### config.mk
export PLATFORM = sky130hd
export DESIGN_NAME = ws_ctx_unit
export DESIGN_NICKNAME = d
export VERILOG_FILES = /design/src/rtl/ws_ctx_pkg.sv /design/src/rtl/ws_addr_gen.sv /design/src/rtl/ws_arch_regs.sv /design/src/rtl/ws_ctx_unit.sv
export SDC_FILE = /design/constraint.sdc
export NUM_CORES = 1
export LEC_CHECK = 0
export ABC_AREA = 1
export BUFFER_PORTS_ARGS = -buffer_cell sky130_fd_sc_hd__clkbuf_2
export CORE_MARGIN = 2
export CORE_UTILIZATION = 53
export CTS_BUF_LIST = sky130_fd_sc_hd__clkbuf_16
export CTS_CLUSTER_DIAMETER = 120
export DETAILED_ROUTE_END_ITERATION = 16
export PLACE_DENSITY = 0.81
export SYNTH_ARGS = -nofsm -noshare
export SYNTH_HDL_FRONTEND = slang
export SYNTH_SLANG_ARGS = --single-unit
### constraint.sdc
create_clock -name clk -period 4.7 [get_ports clk]
set_input_delay 1.175 -clock clk [delete_from_list [all_inputs] [get_ports clk]]
set_output_delay 1.175 -clock clk [all_outputs]
set_load 0.1 [all_outputs]
### src/rtl/ws_ctx_pkg.sv
package ws_ctx_pkg;

    typedef enum logic [0:0] {
        OP_CALL = 1'b0,
        OP_RET  = 1'b1
    } ctx_op_e;

    typedef enum logic [3:0] {
        S_IDLE,
        S_CV0,
        S_CV1,
        S_CS_WP,
        S_CS_PC,
        S_CS_SR,
        S_RL_WP,
        S_RL_PC,
        S_RL_SR,
        S_RF
    } ctx_st_e;

endpackage

### src/rtl/ws_addr_gen.sv
module ws_addr_gen #(
    parameter int W  = 16,
    parameter int IW = 4
) (
    input  logic [W-1:1] base_hi,
    input  logic [IW-1:0] idx,
    output logic [W-1:0]  addr
);
    localparam int PADW = W - IW - 1;

    always_comb begin
        addr = {base_hi, 1'b0} + {{PADW{1'b0}}, idx, 1'b0};
    end
endmodule

### src/rtl/ws_arch_regs.sv
module ws_arch_regs #(
    parameter int         W      = 16,
    parameter logic [W-1:0] RST_WP = 'h0100,
    parameter logic [W-1:0] RST_PC = 'h0000,
    parameter logic [W-1:0] RST_SR = 'h0000
) (
    input  logic         clk,
    input  logic         rst_n,
    input  logic         ld_ctx,
    input  logic         ld_sr,
    input  logic [W-1:0] wp_in,
    input  logic [W-1:0] pc_in,
    input  logic [W-1:0] sr_in,
    output logic [W-1:0] wp_o,
    output logic [W-1:0] pc_o,
    output logic [W-1:0] sr_o
);
    typedef struct packed {
        logic [W-1:0] wp;
        logic [W-1:0] pc;
        logic [W-1:0] sr;
    } arch_t;

    arch_t arch_d, arch_q;

    always_comb begin
        arch_d = arch_q;
        if (ld_ctx) begin
            arch_d.wp = {wp_in[W-1:1], 1'b0};
            arch_d.pc = pc_in;
        end
        if (ld_sr) begin
            arch_d.sr = sr_in;
        end
    end

    always_ff @(posedge clk) begin
        if (!rst_n) begin
            arch_q <= '{wp: RST_WP, pc: RST_PC, sr: RST_SR};
        end else begin
            arch_q <= arch_d;
        end
    end

    assign wp_o = arch_q.wp;
    assign pc_o = arch_q.pc;
    assign sr_o = arch_q.sr;
endmodule

### src/rtl/ws_ctx_unit.sv
module ws_ctx_unit
    import ws_ctx_pkg::*;
#(
    parameter int           W      = 16,
    parameter int           NREG   = 16,
    parameter logic [W-1:0] RST_WP = 'h0100,
    parameter logic [W-1:0] RST_PC = 'h0000,
    parameter logic [W-1:0] RST_SR = 'h0000,
    localparam int          IW     = $clog2(NREG)
) (
    input  logic          clk,
    input  logic          rst_n,
    input  logic          cmd_valid,
    input  logic          cmd_op,
    input  logic [W-1:0]  cmd_vec,
    input  logic          rf_req,
    input  logic          rf_we,
    input  logic [IW-1:0] rf_idx,
    input  logic [W-1:0]  rf_wdata,
    output logic          rf_ack,
    output logic [W-1:0]  rf_rdata,
    output logic          mem_req,
    output logic          mem_we,
    output logic [W-1:0]  mem_addr,
    output logic [W-1:0]  mem_wdata,
    input  logic          mem_ready,
    input  logic [W-1:0]  mem_rdata,
    output logic          busy,
    output logic          done,
    output logic [W-1:0]  wp,
    output logic [W-1:0]  pc,
    output logic [W-1:0]  sr
);
    localparam logic [IW-1:0] LNK_WP = IW'(NREG - 3);
    localparam logic [IW-1:0] LNK_PC = IW'(NREG - 2);
    localparam logic [IW-1:0] LNK_SR = IW'(NREG - 1);

    typedef struct packed {
        ctx_st_e        st;
        logic [W-1:1]   vec;
        logic [W-1:0]   t_wp;
        logic [W-1:0]   t_pc;
        logic [W-1:0]   rf_wd;
        logic [W-1:0]   rf_rd;
        logic [IW-1:0]  rf_ix;
        logic           rf_wr;
        logic           done;
        logic           ack;
    } ctl_t;

    ctl_t ctl_d, ctl_q;

    logic [W-1:1]  base_hi;
    logic [IW-1:0] ix;
    logic          ld_ctx, ld_sr;

    always_comb begin
        ctl_d     = ctl_q;
        ctl_d.done = 1'b0;
        ctl_d.ack  = 1'b0;
        base_hi   = wp[W-1:1];
        ix        = '0;
        mem_req   = 1'b0;
        mem_we    = 1'b0;
        mem_wdata = '0;
        ld_ctx    = 1'b0;
        ld_sr     = 1'b0;

        unique case (ctl_q.st)
            S_IDLE: begin
                if (cmd_valid) begin
                    ctl_d.vec = cmd_vec[W-1:1];
                    ctl_d.st  = (ctx_op_e'(cmd_op) == OP_RET) ? S_RL_WP : S_CV0;
                end else if (rf_req) begin
                    ctl_d.rf_ix = rf_idx;
                    ctl_d.rf_wr = rf_we;
                    ctl_d.rf_wd = rf_wdata;
                    ctl_d.st    = S_RF;
                end
            end
            S_CV0: begin
                base_hi = ctl_q.vec;
                ix      = '0;
                mem_req = 1'b1;
                if (mem_ready) begin
                    ctl_d.t_wp = {mem_rdata[W-1:1], 1'b0};
                    ctl_d.st   = S_CV1;
                end
            end
            S_CV1: begin
                base_hi = ctl_q.vec;
                ix      = IW'(1);
                mem_req = 1'b1;
                if (mem_ready) begin
                    ctl_d.t_pc = mem_rdata;
                    ctl_d.st   = S_CS_WP;
                end
            end
            S_CS_WP, S_CS_PC, S_CS_SR: begin
                base_hi = ctl_q.t_wp[W-1:1];
                mem_req = 1'b1;
                mem_we  = 1'b1;
                if (ctl_q.st == S_CS_WP) begin
                    ix = LNK_WP; mem_wdata = wp;
                end else if (ctl_q.st == S_CS_PC) begin
                    ix = LNK_PC; mem_wdata = pc;
                end else begin
                    ix = LNK_SR; mem_wdata = sr;
                end
                if (mem_ready) begin
                    if (ctl_q.st == S_CS_WP) begin
                        ctl_d.st = S_CS_PC;
                    end else if (ctl_q.st == S_CS_PC) begin
                        ctl_d.st = S_CS_SR;
                    end else begin
                        ld_ctx     = 1'b1;
                        ctl_d.done = 1'b1;
                        ctl_d.st   = S_IDLE;
                    end
                end
            end
            S_RL_WP: begin
                ix      = LNK_WP;
                mem_req = 1'b1;
                if (mem_ready) begin
                    ctl_d.t_wp = mem_rdata;
                    ctl_d.st   = S_RL_PC;
                end
            end
            S_RL_PC: begin
                ix      = LNK_PC;
                mem_req = 1'b1;
                if (mem_ready) begin
                    ctl_d.t_pc = mem_rdata;
                    ctl_d.st   = S_RL_SR;
                end
            end
            S_RL_SR: begin
                ix      = LNK_SR;
                mem_req = 1'b1;
                if (mem_ready) begin
                    ld_ctx     = 1'b1;
                    ld_sr      = 1'b1;
                    ctl_d.done = 1'b1;
                    ctl_d.st   = S_IDLE;
                end
            end
            S_RF: begin
                ix        = ctl_q.rf_ix;
                mem_req   = 1'b1;
                mem_we    = ctl_q.rf_wr;
                mem_wdata = ctl_q.rf_wd;
                if (mem_ready) begin
                    ctl_d.rf_rd = ctl_q.rf_wr ? ctl_q.rf_wd : mem_rdata;
                    ctl_d.ack   = 1'b1;
                    ctl_d.st    = S_IDLE;
                end
            end
            default: ctl_d.st = S_IDLE;
        endcase
    end

    always_ff @(posedge clk) begin
        if (!rst_n) begin
            ctl_q <= '{st: S_IDLE, default: '0};
        end else begin
            ctl_q <= ctl_d;
        end
    end

    ws_addr_gen #(.W(W), .IW(IW)) u_addr (
        .base_hi (base_hi),
        .idx     (ix),
        .addr    (mem_addr)
    );

    ws_arch_regs #(.W(W), .RST_WP(RST_WP), .RST_PC(RST_PC), .RST_SR(RST_SR)) u_arch (
        .clk    (clk),
        .rst_n  (rst_n),
        .ld_ctx (ld_ctx),
        .ld_sr  (ld_sr),
        .wp_in  (ctl_q.t_wp),
        .pc_in  (ctl_q.t_pc),
        .sr_in  (mem_rdata),
        .wp_o   (wp),
        .pc_o   (pc),
        .sr_o   (sr)
    );

    assign busy     = (ctl_q.st != S_IDLE);
    assign done     = ctl_q.done;
    assign rf_ack   = ctl_q.ack;
    assign rf_rdata = ctl_q.rf_rd;
endmodule

=== Yosys cells after proc, flatten, opt, wreduce, memory -nomap -nowiden ===
Index checks and enable logic that the tools add are counted.

* Register bits after elaboration: 137
* Bits in latches: 0
* Output and inout bits: 101
* Memories: 0
* Word-level logic and storage cells: 77
* Bits in read-only memories: 0
* Memory bits (writable): 0

* Reduce and logical (&&, ||, !) cells: 15
* Shifts and indexed selects: 0
* Multipliers: 0
* Eq/ne operators: 16
* Divide/modulo/power cells: 0
* Magnitude comparators: 0
* Add/sub/neg operators: 1
* Bitwise operators: 1
* Mux-type cells: 31

{| class="wikitable"
|+ Operators by type and width
! operator !! number
|-
| $mux W16 || 5
|-
| $pmux W16 S2 || 2
|-
| $mux W4 || 9
|-
| $pmux W15 S2 || 1
|-
| $pmux W4 S7 || 1
|-
| $pmux W4 S6 || 1
|-
| $add A16 B5 Y16 || 1
|-
| $eq A4 B3 Y1 const B || 4
|-
| $ne A2 B2 Y1 const B || 5
|-
| $reduce_or A9 Y1 || 1
|-
| $eq A4 B2 Y1 const B || 2
|-
| $eq A4 B4 Y1 const B || 2
|-
| $reduce_and A2 Y1 || 4
|-
| $mux W1 || 7
|-
| $reduce_and A7 Y1 || 1
|-
| $mux W3 || 2
|-
| $reduce_and A3 Y1 || 2
|-
| $reduce_or A2 Y1 || 3
|-
| $eq A4 B1 Y1 const B || 1
|-
| $logic_not A4 Y1 || 1
|-
| $pmux W1 S2 || 2
|-
| $reduce_bool A4 Y1 || 1
|-
| $ne A3 B3 Y1 const B || 1
|-
| $reduce_or A3 Y1 || 1
|-
| other kinds (4) || 4
|}

=== Logic depth before layout (Yosys ltp) ===
Gate-level depths: netlist (run 1).

* Word-level depth: 5
* Mapped depth: 19
* Gate-level depth less buffers: 17

=== By module ===
From an unflattened synthesis (run 1), not the netlist that was laid out.

* Cells, all modules: 1099
* Area, all modules: 7046.8 sq um

{| class="wikitable"
|+ By module, submodules not included
! module !! area each (sq um) !! instances !! cells an instance !! sequential area each (sq um)
|-
| ws_ctx_unit || 4576.9 || 1 || 711 || 1801.7
|-
| ws_arch_regs || 1960.6 || 1 || 298 || 940.9
|-
| ws_addr_gen || 509.2 || 1 || 90 || 0.0
|}

=== Least setup slack after synthesis (run 1) ===
Ideal clock, no wire load.

* Kind: register -> output
* Start: reg u_arch.arch_q, in the netlist u_arch.sr_o[0]
* End: out mem_wdata[0]
* Stages on the path, launching flop included: 3
* Arrival: 4.603 ns
* Required time: 3.525 ns
* Path slack: -1.078 ns
* Path buffers: 0
* Path through: dfxtp_1 -> inv_1 -> o311ai_0

* Word-level cells in the longest chain between the ends: 3

{| class="wikitable"
|+ Ends and longest elaborated chain
! what !! RTL line !! text
|-
| start, declared || ws_arch_regs.sv:24 || <nowiki>arch_t arch_d, arch_q;</nowiki>
|-
| start signal, assigned || ws_arch_regs.sv:39 || <nowiki>arch_q <= '{wp: RST_WP, pc: RST_PC, sr: RST_SR};</nowiki>
|-
| start signal, assigned || ws_arch_regs.sv:41 || <nowiki>arch_q <= arch_d;</nowiki>
|-
| $mux W16 || ws_ctx_unit.sv:105 || <nowiki>end else if (ctl_q.st == S_CS_PC) begin</nowiki>
|-
| $mux W16 || ws_ctx_unit.sv:103 || <nowiki>if (ctl_q.st == S_CS_WP) begin</nowiki>
|-
| $pmux W16 S2 || ws_ctx_unit.sv:69 || <nowiki>unique case (ctl_q.st)</nowiki>
|-
| end, declared || ws_ctx_unit.sv:25 || <nowiki>output logic [W-1:0] mem_wdata,</nowiki>
|}

No other way between the ends.

=== Worst setup path in the final report (run 1) ===
* Start: reg ctl_q[89] in the netlist's numbering
* End: out mem_addr[9]

* Word-level cells in the longest chain between the ends: 5
* Elaborated cells between the ends (all ways): 16

{| class="wikitable"
|+ Ends and longest elaborated chain
! what !! RTL line !! text
|-
| start, declared || ws_ctx_unit.sv:51 || <nowiki>ctl_t ctl_d, ctl_q;</nowiki>
|-
| start signal, assigned || ws_ctx_unit.sv:167 || <nowiki>ctl_q <= ctl_d;</nowiki>
|-
| $eq A4 B3 Y1 || ws_ctx_unit.sv:69, ws_ctx_unit.sv:105 ||
|-
| $mux W1 || ws_ctx_unit.sv:105 ||
|-
| $mux W2 || ws_ctx_unit.sv:103 ||
|-
| $pmux W4 S6 || ws_ctx_unit.sv:69 ||
|-
| $add A16 B5 Y16 (*) || ws_addr_gen.sv:12 || <nowiki>addr = {base_hi, 1'b0} + {{PADW{1'b0}}, idx, 1'b0};</nowiki>
|-
| end, declared || ws_ctx_unit.sv:24 || <nowiki>output logic [W-1:0] mem_addr,</nowiki>
|}

Every way passes the cells marked *; elsewhere a longest branch is shown, timed or not.

==> impl_metrics.ini, run 1 <==
[outcome]
outcome = finished, final reports clean

[floorplanning]
core_um2 = 11900
pin_count = 160
die_area_um2 = 13000
fp.dieH_um = 114
die_width_um = 114
start_util_pct = 53.7
placementRows = 40

[synth]
synthesis.area_um2 = 6400
synth_cell_types = 36
yosys_warnings = 0
synth_edf_count = 0
ys.flop_type = dfxtp_1
postSynthAreaPerCell_um2 = 6.97
synth_seq_cells = 136
ys_async_sr_fraction_pct = 0
ys_seq_area_share_pct = 42.5
syn_inst = 919

[power]
finalPower_mw = 6.26
p_clk_share_pct = 21.8
ir_worst_vdd_uv = 473
p_int_mw = 2.88
switching_share_pct = 54.0
p_comb_share_pct = 52.0
p_leak_nw = 3.60
power_frac_seq_pct = 26.2
switchingPower_mw = 3.38
powerDensity_nw_per_um2 = 799

[setup_path]
arrival_ps = 3340
path_class = flop to output pin
reg2reg_from = ctl_q[89]
critPathLaunch = ctl_q[89]
crit_path_max_fanout = 11
setup.worst_path.start_class = flop
worstPathRequired_ps = 3520
crit_path_end_kind = output pin

[timing]
worstMarginPinSlew_ps = 1180
hold_slack_ps = 460
finalCritPeriodShare_pct = 96.1
period_needed_ps = 4520
max-slew-margin-rel_pct = 21.2
finalHoldViolCount = 0
setup_viol = 0
fmax_mhz = 221
fin_skew_ps = 9.82
tns_ps = 0
slew_viol_final = 0

[final_layout]
n_antenna_cell = 0
fill_cells = 1056
nets = 1096
multi_input_area_um2 = 3080
seq_area_um2 = 2720
layoutNonFillerInstCount = 1192
layout_common_cells = nand2_1 (160), clkbuf_2 (146), o21ai_0 (143), dfxtp_1 (135), nor2_1 (125)
layout_commonest_cell = nand2_1
layout-drive-gt1-share_pct = 23.3
syn_to_final_growth_pct = 22.4

[clocking]
cts_buffers = 17
cts_root_buf = clkbuf_16
cts_tree = done
postCtsHoldBufs = 0
clock_latency_ps = 420
cts_setup_buffers = 0
clk_pin_slew_ps = 60
clk_path_buf_depth = 2
h-tree-depth = 4
clock-sinks = 136

[global_route]
grt_pass1_wl_um = 29400
antenna_found_initial = 0
grt_max_degree = 59
overflow = 0
grt_use_total_pct = 29.0
grt_pass1_vias = 5681

[drt]
drc = 0
wl_um = 18800
via_per_inst = 5.48
drt-initial-drc-count = 660
antenna_left = 0
wl_per_cell_um = 15.8
via_count = 6530
drt_pass1_iterations = 5

[place]
port_buffers = 156
placed_cells = 1160
hpwl_um = 13300
gp_congestion = 0.951

[flow_run]
maxCapViolations = 0

[worst_hold_path]
worstHoldStart = rf_rdata[8]
min_path_type = flop to flop
[worst paths after layout]
| kind | end | slack [ps] | cells after the start |
|---|---|---|---|
| min | rf_rdata[8] | 460 | 2 |
| max reg2reg | u_arch.wp_o[4] | 2160 | 8 |
| min reg2reg | rf_rdata[8] | 460 | 2 |
| max | mem_addr[9] | 180 | 15 |
[power by group through the flow]
stage | registers (mW) | clock network, mW | logic, mW
4_1_cts | 1.63 | 1.37 | 3.23
6_report | 1.64 | 1.37 | 3.26
5_1_grt | 1.67 | 1.42 | 3.43
3_5_place_dp | 1.64 | 0 | 3.20
3_3_place_gp | 1.64 | 0 | 3.17
2_1_floorplan | 2.24 | 0 | 2.02
[logic make-up (layout without fill, tap and decap cells)]
family | count (synthesis) | count (layout) | share of synthesized area, %
xor+xnor | 9 | 9 | 1.23
other cells | 1 | 2 | 0.0586
simple gates | 373 | 373 | 25.0
fa+ha+maj | 5 | 5 | 1.09
buf+inv | 153 | 278 | 10.5
compound gates | 242 | 242 | 19.6
flops | 136 | 136 | 42.5
[critical path, stage by stage (launching register included)]
cell	delay, ps
dfxtp_1	470
nor2_4	110
nand2_1	150
nand2_4	130
nor2_4	130
inv_1	70
o221ai_1	170
ha_2	210
inv_1	50
fa_1	400
nor2_2	140
a211oi_2	70
nand3b_1	250
nor2_4	160
xor2_2	190
buf_12	200
[state kept, by name, summed over array words and instances (netlist names)]
register / flops
rf_ack: 1
done: 1
u_arch.pc_o: 16
ctl_q: 71
u_arch.wp_o: 15
rf_rdata: 16
u_arch.sr_o: 16
[cell type report]
class / count / share of cell area [%]
Inverter: 81 / 3.91
Multi-Input combinational cell: 631 / 39.3
Timing Repair Buffer: 165 / 12.0
Tap cell: 147 / 2.35
Clock buffer: 17 / 5.43
Sequential cell: 136 / 34.7
Clock inverter: 15 / 2.23
[cells in the mapped netlist (4+ instances only)]
master	count	area, µm²
a211oi_1	5	37.5
a21oi_1	81	405
buf_2	5	25.0
buf_4	18	135
clkbuf_1	46	173
dfxtp_1	136	2720
ha_1	4	50.1
inv_1	69	259
inv_2	11	41.3
nand2_1	160	601
nand2_2	12	75.1
nand3_1	53	265
nor2_1	127	477
nor2_2	4	25.0
nor2_4	5	56.3
o21ai_0	143	716
o22ai_1	5	31.3
xnor2_1	5	43.8
xor2_1	4	35.0
[through the flow]
| step | util [%] | area [µm²] | setup WS [ps] |
|---|---|---|---|
| floorplan | - | 6440 | -360 |
| global placement | 60.5 | 7200 | 511 |
| detailed placement | 60.5 | 7200 | 443 |
| CTS | 65.6 | 7820 | 67.2 |
| global route | 65.8 | 7840 | -8.04 |
| finish | 65.8 | 7840 | 185 |
[what timing repair did]
item	4_1_cts	5_1_grt
resized for setup	3	7
endpoints found under the setup margin	5	9
hold endpoints to repair	0	0
[per-layer routing]
metal | global-route usage, % | routed length (µm)
met3 | 5.74 | 1650
met1 | 38.5 | 7910
met5 | 0 | 0
met4 | 11.0 | 467
met2 | 47.1 | 8820
No activity file was read; power rests on OpenSTA's default activity.
==> inputs of run 2 (changes only) <==
--- a/config.mk
+++ b/config.mk
@@ -13,6 +13,7 @@
 export CTS_CLUSTER_DIAMETER = 120
 export DETAILED_ROUTE_END_ITERATION = 16
 export PLACE_DENSITY = 0.81
+export RECOVER_POWER = 50
 export SYNTH_ARGS = -nofsm -noshare
 export SYNTH_HDL_FRONTEND = slang
 export SYNTH_SLANG_ARGS = --single-unit
==> run 2 against run 1 <==
  * Total power shrank 0.32%
  * Clock power is essentially flat
  * Critical path type unchanged
  * Critical endpoint unchanged
  * Die area unchanged
  * Sequential power barely moved
  * Flip-flop and latch count stayed put
  * Clock-buffer cell count did not move
  * Core utilization shrank 0.69 points
==> impl_metrics.ini, run 2 (synthesized netlist as in run 1, its figures left out) <==
[place]
gp_congestion = 0.951
hpwl_um = 13300
port_buffers = 156
placed_cells = 1160
dpl_cell_area_um2 = 7200

[drt]
drt-initial-drc-count = 606
drt_pass1_iterations = 5
wl_per_cell_um = 15.8
via_count = 6528
via_per_inst = 5.48
drc = 0
wl_um = 18800
antenna_left = 0

[timing]
finalHoldViolCount = 0
max-slew-margin-rel_pct = 3.74
fmax_mhz = 222
slew_viol_final = 0
hold_slack_ps = 460
setup_viol = 0
period_needed_ps = 4510
worstMarginPinSlew_ps = 1440
finalCritPeriodShare_pct = 96.0
fin_skew_ps = 8.81

[worst_hold_path]
min_path_type = flop to flop
min_path_cells = 2

[clocking]
cts_tree = done
clock_latency_ps = 420
clk_pin_slew_ps = 60
cts_setup_buffers = 0
cts_buffers = 17
h-tree-depth = 4
cts_root_buf = clkbuf_16
clk_path_buf_depth = 2
clock-sinks = 136

[setup_path]
arrival_ps = 3340
crit_path_end_kind = output pin
path_class = flop to output pin
setup.worst_path.start_class = flop
worst_r2r_path_depth = 8
worstPathRequired_ps = 3520
crit_path_max_fanout = 11

[power]
finalPower_mw = 6.24
powerDensity_nw_per_um2 = 805
ir_worst_vdd_uv = 469
p_leak_nw = 3.41

[final_layout]
largest_reg_flops = 71
syn_to_final_growth_pct = 21.1
layout-drive-gt1-share_pct = 17.9
top_register = ctl_q
final_core_util_pct = 65.1
layoutNonFillerInstCount = 1192
nets = 1096
layout_common_cells = nand2_1 (160), o21ai_0 (143), dfxtp_1 (135), nor2_1 (126), clkbuf_2 (94)
layout_commonest_cell = nand2_1
fin_area_um2 = 7760
n_antenna_cell = 0

[global_route]
grt_use_total_pct = 29.0
grt_max_degree = 59
overflow = 0
grt_pass1_wl_um = 29400
grt_pass1_vias = 5681
antenna_found_initial = 0

[outcome]
outcome = finished, final reports clean

[floorplanning]
fp.dieH_um = 114
die_area_um2 = 13000
placementRows = 40
core_um2 = 11900
start_util_pct = 53.7
pin_count = 160
die_width_um = 114

[flow_run]
maxCapViolations = 0
-- run 2: cell types whose count changed in the layout (fill, tap and decap cells not counted), sizes merged --
cell,previous run,this run
clkbuf,163,167
buf,19,15
-- run 2: path summary, 6_finish.rpt --
check	startpoint	to	slack [ps]
hold / removal	rf_rdata[8]	rf_rdata[8]	460
setup reg to reg	ctl_q[89]	u_arch.wp_o[4]	2110
hold reg to reg	rf_rdata[8]	rf_rdata[8]	460
setup / recovery	ctl_q[89]	mem_addr[9]	190
-- run 2: layer usage --
metal,GRT usage [%],up-vias,share of wire [%]
met4,11.0,0,2.2
met2,47.1,316,47
met3,5.74,31,8.5
met1,38.5,2986,42
met5,0,-,0
li1,-,3195,-
-- run 2: stage by stage --
stage / setup slack (ps) / TNS, ps
after floorplan: -360 / -516
final: 187 / 0
after detailed placement: 443 / 0
after global placement: 511 / 0
after global routing: -8.04 / -12.4
after CTS: 67.2 / 0
-- run 2: layout make-up --
cell class	instances	area [µm²]
Fill cell	1094	4160
Tap cell	147	184
Timing Repair Buffer	165	863
Sequential cell	136	2720
Inverter	81	307
Multi-Input combinational cell	631	3080
Clock inverter	15	175
Clock buffer	17	425
-- run 2: report_power, final --
part	total [mW]	switching (mW)	internal (mW)
combinational	3.24	2.63	0.609
sequential	1.64	0.221	1.42
clock	1.36	0.529	0.836
total	6.24	3.38	2.86
-- run 2: repair_timing --
action,in CTS,in global routing
pin swaps,0,0
hold endpoints to repair,0,0
resized for setup,3,7
hold buffers,0,0
setup endpoints to repair,5,9
-- run 2: critical path, stage by stage, from the launching register on --
cell and delay, ps:
dfxtp_1 470, nor2_4 110, nand2_1 150, nand2_4 130, nor2_4 130, inv_1 70
o221ai_1 170, ha_2 220, inv_1 50, fa_1 400, nor2_2 140, a211oi_2 70
nand3b_1 250, nor2_4 160, xor2_2 190, buf_12 200
==> inputs of run 3 (changes only) <==
--- a/config.mk
+++ b/config.mk
@@ -7,12 +7,13 @@
 export LEC_CHECK = 0
 export ABC_AREA = 1
 export BUFFER_PORTS_ARGS = -buffer_cell sky130_fd_sc_hd__clkbuf_2
+export CORE_ASPECT_RATIO = 1.1
 export CORE_MARGIN = 2
-export CORE_UTILIZATION = 53
+export CORE_UTILIZATION = 44
 export CTS_BUF_LIST = sky130_fd_sc_hd__clkbuf_16
 export CTS_CLUSTER_DIAMETER = 120
 export DETAILED_ROUTE_END_ITERATION = 16
-export PLACE_DENSITY = 0.81
+export PLACE_DENSITY = 0.69
 export RECOVER_POWER = 50
 export SYNTH_ARGS = -nofsm -noshare
 export SYNTH_HDL_FRONTEND = slang
==> run 3 against run 2 <==
  * Cell area up 1.3%
  * Critical path depth did not move
  * Sequential share of layout area fell by 0.44 points
  * Setup slack gained 51 ps
  * Die area rose by 20%
  * Hold slack about the same
  * Clock power barely moved
  * Sequential power about the same
  * Highest routed layer unchanged
==> impl_metrics.ini, run 3 (synthesized netlist as in run 1, its figures left out) <==
[floorplanning]
placementRows = 46
pin_count = 160
core_um2 = 14300
die_area_um2 = 15500
die_width_um = 119
fp.dieH_um = 131
start_util_pct = 44.7

[final_layout]
layout-drive-gt1-share_pct = 17.0
multi_input_area_um2 = 3070
syn_to_final_growth_pct = 22.7
final_core_util_pct = 54.8
nets = 1098
fill_cells = 1455
largest_reg_flops = 71
layout_common_cells = nand2_1 (160), o21ai_0 (144), dfxtp_1 (134), nor2_1 (127), clkbuf_2 (81)
seq_area_um2 = 2730
top_register = ctl_q
layout_commonest_cell = nand2_1

[timing]
worstMarginPinSlew_ps = 1290
setup_viol = 0
hold_slack_ps = 460
finalCritPeriodShare_pct = 94.9
period_needed_ps = 4460
slew_viol_final = 0
finalHoldViolCount = 0
fmax_mhz = 224
rsz0062_at_grt = no
max-slew-margin-rel_pct = 13.9
fin_skew_ps = 15.7

[global_route]
overflow = 0
grt_use_total_pct = 23.9
grt_max_degree = 115
antenna_found_initial = 2
grt_pass1_vias = 5806
grt_pass1_wl_um = 29600

[drt]
drt-initial-drc-count = 410
via_count = 6203
wl_per_cell_um = 14.9
via_per_inst = 5.00
drc = 0
drt_pass1_iterations = 5
antenna_left = 0
wl_um = 18500

[worst_hold_path]
min_path_type = flop to flop

[clocking]
cts_buffers = 17
cts_tree = done
clk_path_buf_depth = 2
clock_latency_ps = 420
postCtsHoldBufs = 0
cts_root_buf = clkbuf_16
clock-sinks = 136
h-tree-depth = 4
clk_pin_slew_ps = 60

[setup_path]
path_class = flop to output pin
cp_slowest_cell = dfxtp_1
arrival_ps = 3290
crit_chain = nor2_4, nand2_2, nand3_4, nor2_4, inv_1, o221ai_1, ha_1, inv_1, fa_1, nor2_1, a211oi_2, nand3b_1, nor2_4, xor2_2, buf_12
path_buf_inv = 3
setup.worst_path.start_class = flop
cpPeakStageDelay_ps = 480
crit_path_max_fanout = 7
worstPathRequired_ps = 3520
crit_path_end_kind = output pin
cp_common_cell = nor2_4
crit_family = simple AND/OR/NAND/NOR gates

[flow_run]
maxCapViolations = 0

[place]
hpwl_um = 13300
port_buffers = 156
gp_congestion = 0.956

[power]
powerDensity_nw_per_um2 = 796
ir_worst_vdd_uv = 394
p_leak_nw = 3.40

[outcome]
outcome = finished, final reports clean
run 3: changes by cell type in the layout (fill, tap and decap cells not counted), sizes merged:
cell      change
clkbuf        -2
diode         +1
inv           -2
clkinvlp      -1
clkinv        +3
buf           +4
run 3: final timing paths:
check,end,from,cells after the start,slack [ps]
worst max-delay path,mem_addr[9],ctl_q[89],15,240
worst min-delay path,rf_rdata[7],rf_rdata[7],2,460
worst max register to register,u_arch.wp_o[1],ctl_q[89],8,1180
worst min register to register,rf_rdata[7],rf_rdata[7],2,460
run 3: worst min-delay path, stage by stage, from the launching register on:
cell     delay (ps)
dfxtp_1         300
nand2_1          60
a21oi_1          50
run 3: final cells by class:
class	instances	area share, %
clock buffer	17	5.41
tap	192	3.06
clock inverter	15	2.21
multi-input combinational	631	39.1
timing repair buffer	167	11.6
inverter	81	3.90
sequential	136	34.7
antenna	1	0.0318
run 3: what timing repair did:
action,in CTS,in global routing
buffers inserted,2,2
pin swaps,2,1
gates resized for setup,1,6
endpoints found under the setup margin,6,10
run 3: stage by stage:
stage               power [mW]  std cells  worst slack (ps)  area (µm²)  TNS [ps]
floorplan                 4.26        920              -360        6440      -516
finish                    6.25       1240               239        7860         0
detailed placement        4.90       1203               209        7300         0
CTS                       6.28       1237              37.6        7920         0
global placement          4.87       1203               247        7300         0
global route              6.55       1239             0.111        7860         0
run 3: layer usage:
metal,routed length [µm],global-route usage (%),vias up
met5,0,0,-
met4,318,8.19,0
met3,1200,4.99,24
met2,8530,38.9,228
met1,8470,31.8,2757
li1,-,-,3194
run 3: report_power, final:
group / switching, mW / internal, mW
logic: 2.64 / 0.648
registers: 0.193 / 1.42
clock network: 0.521 / 0.836
total: 3.35 / 2.90
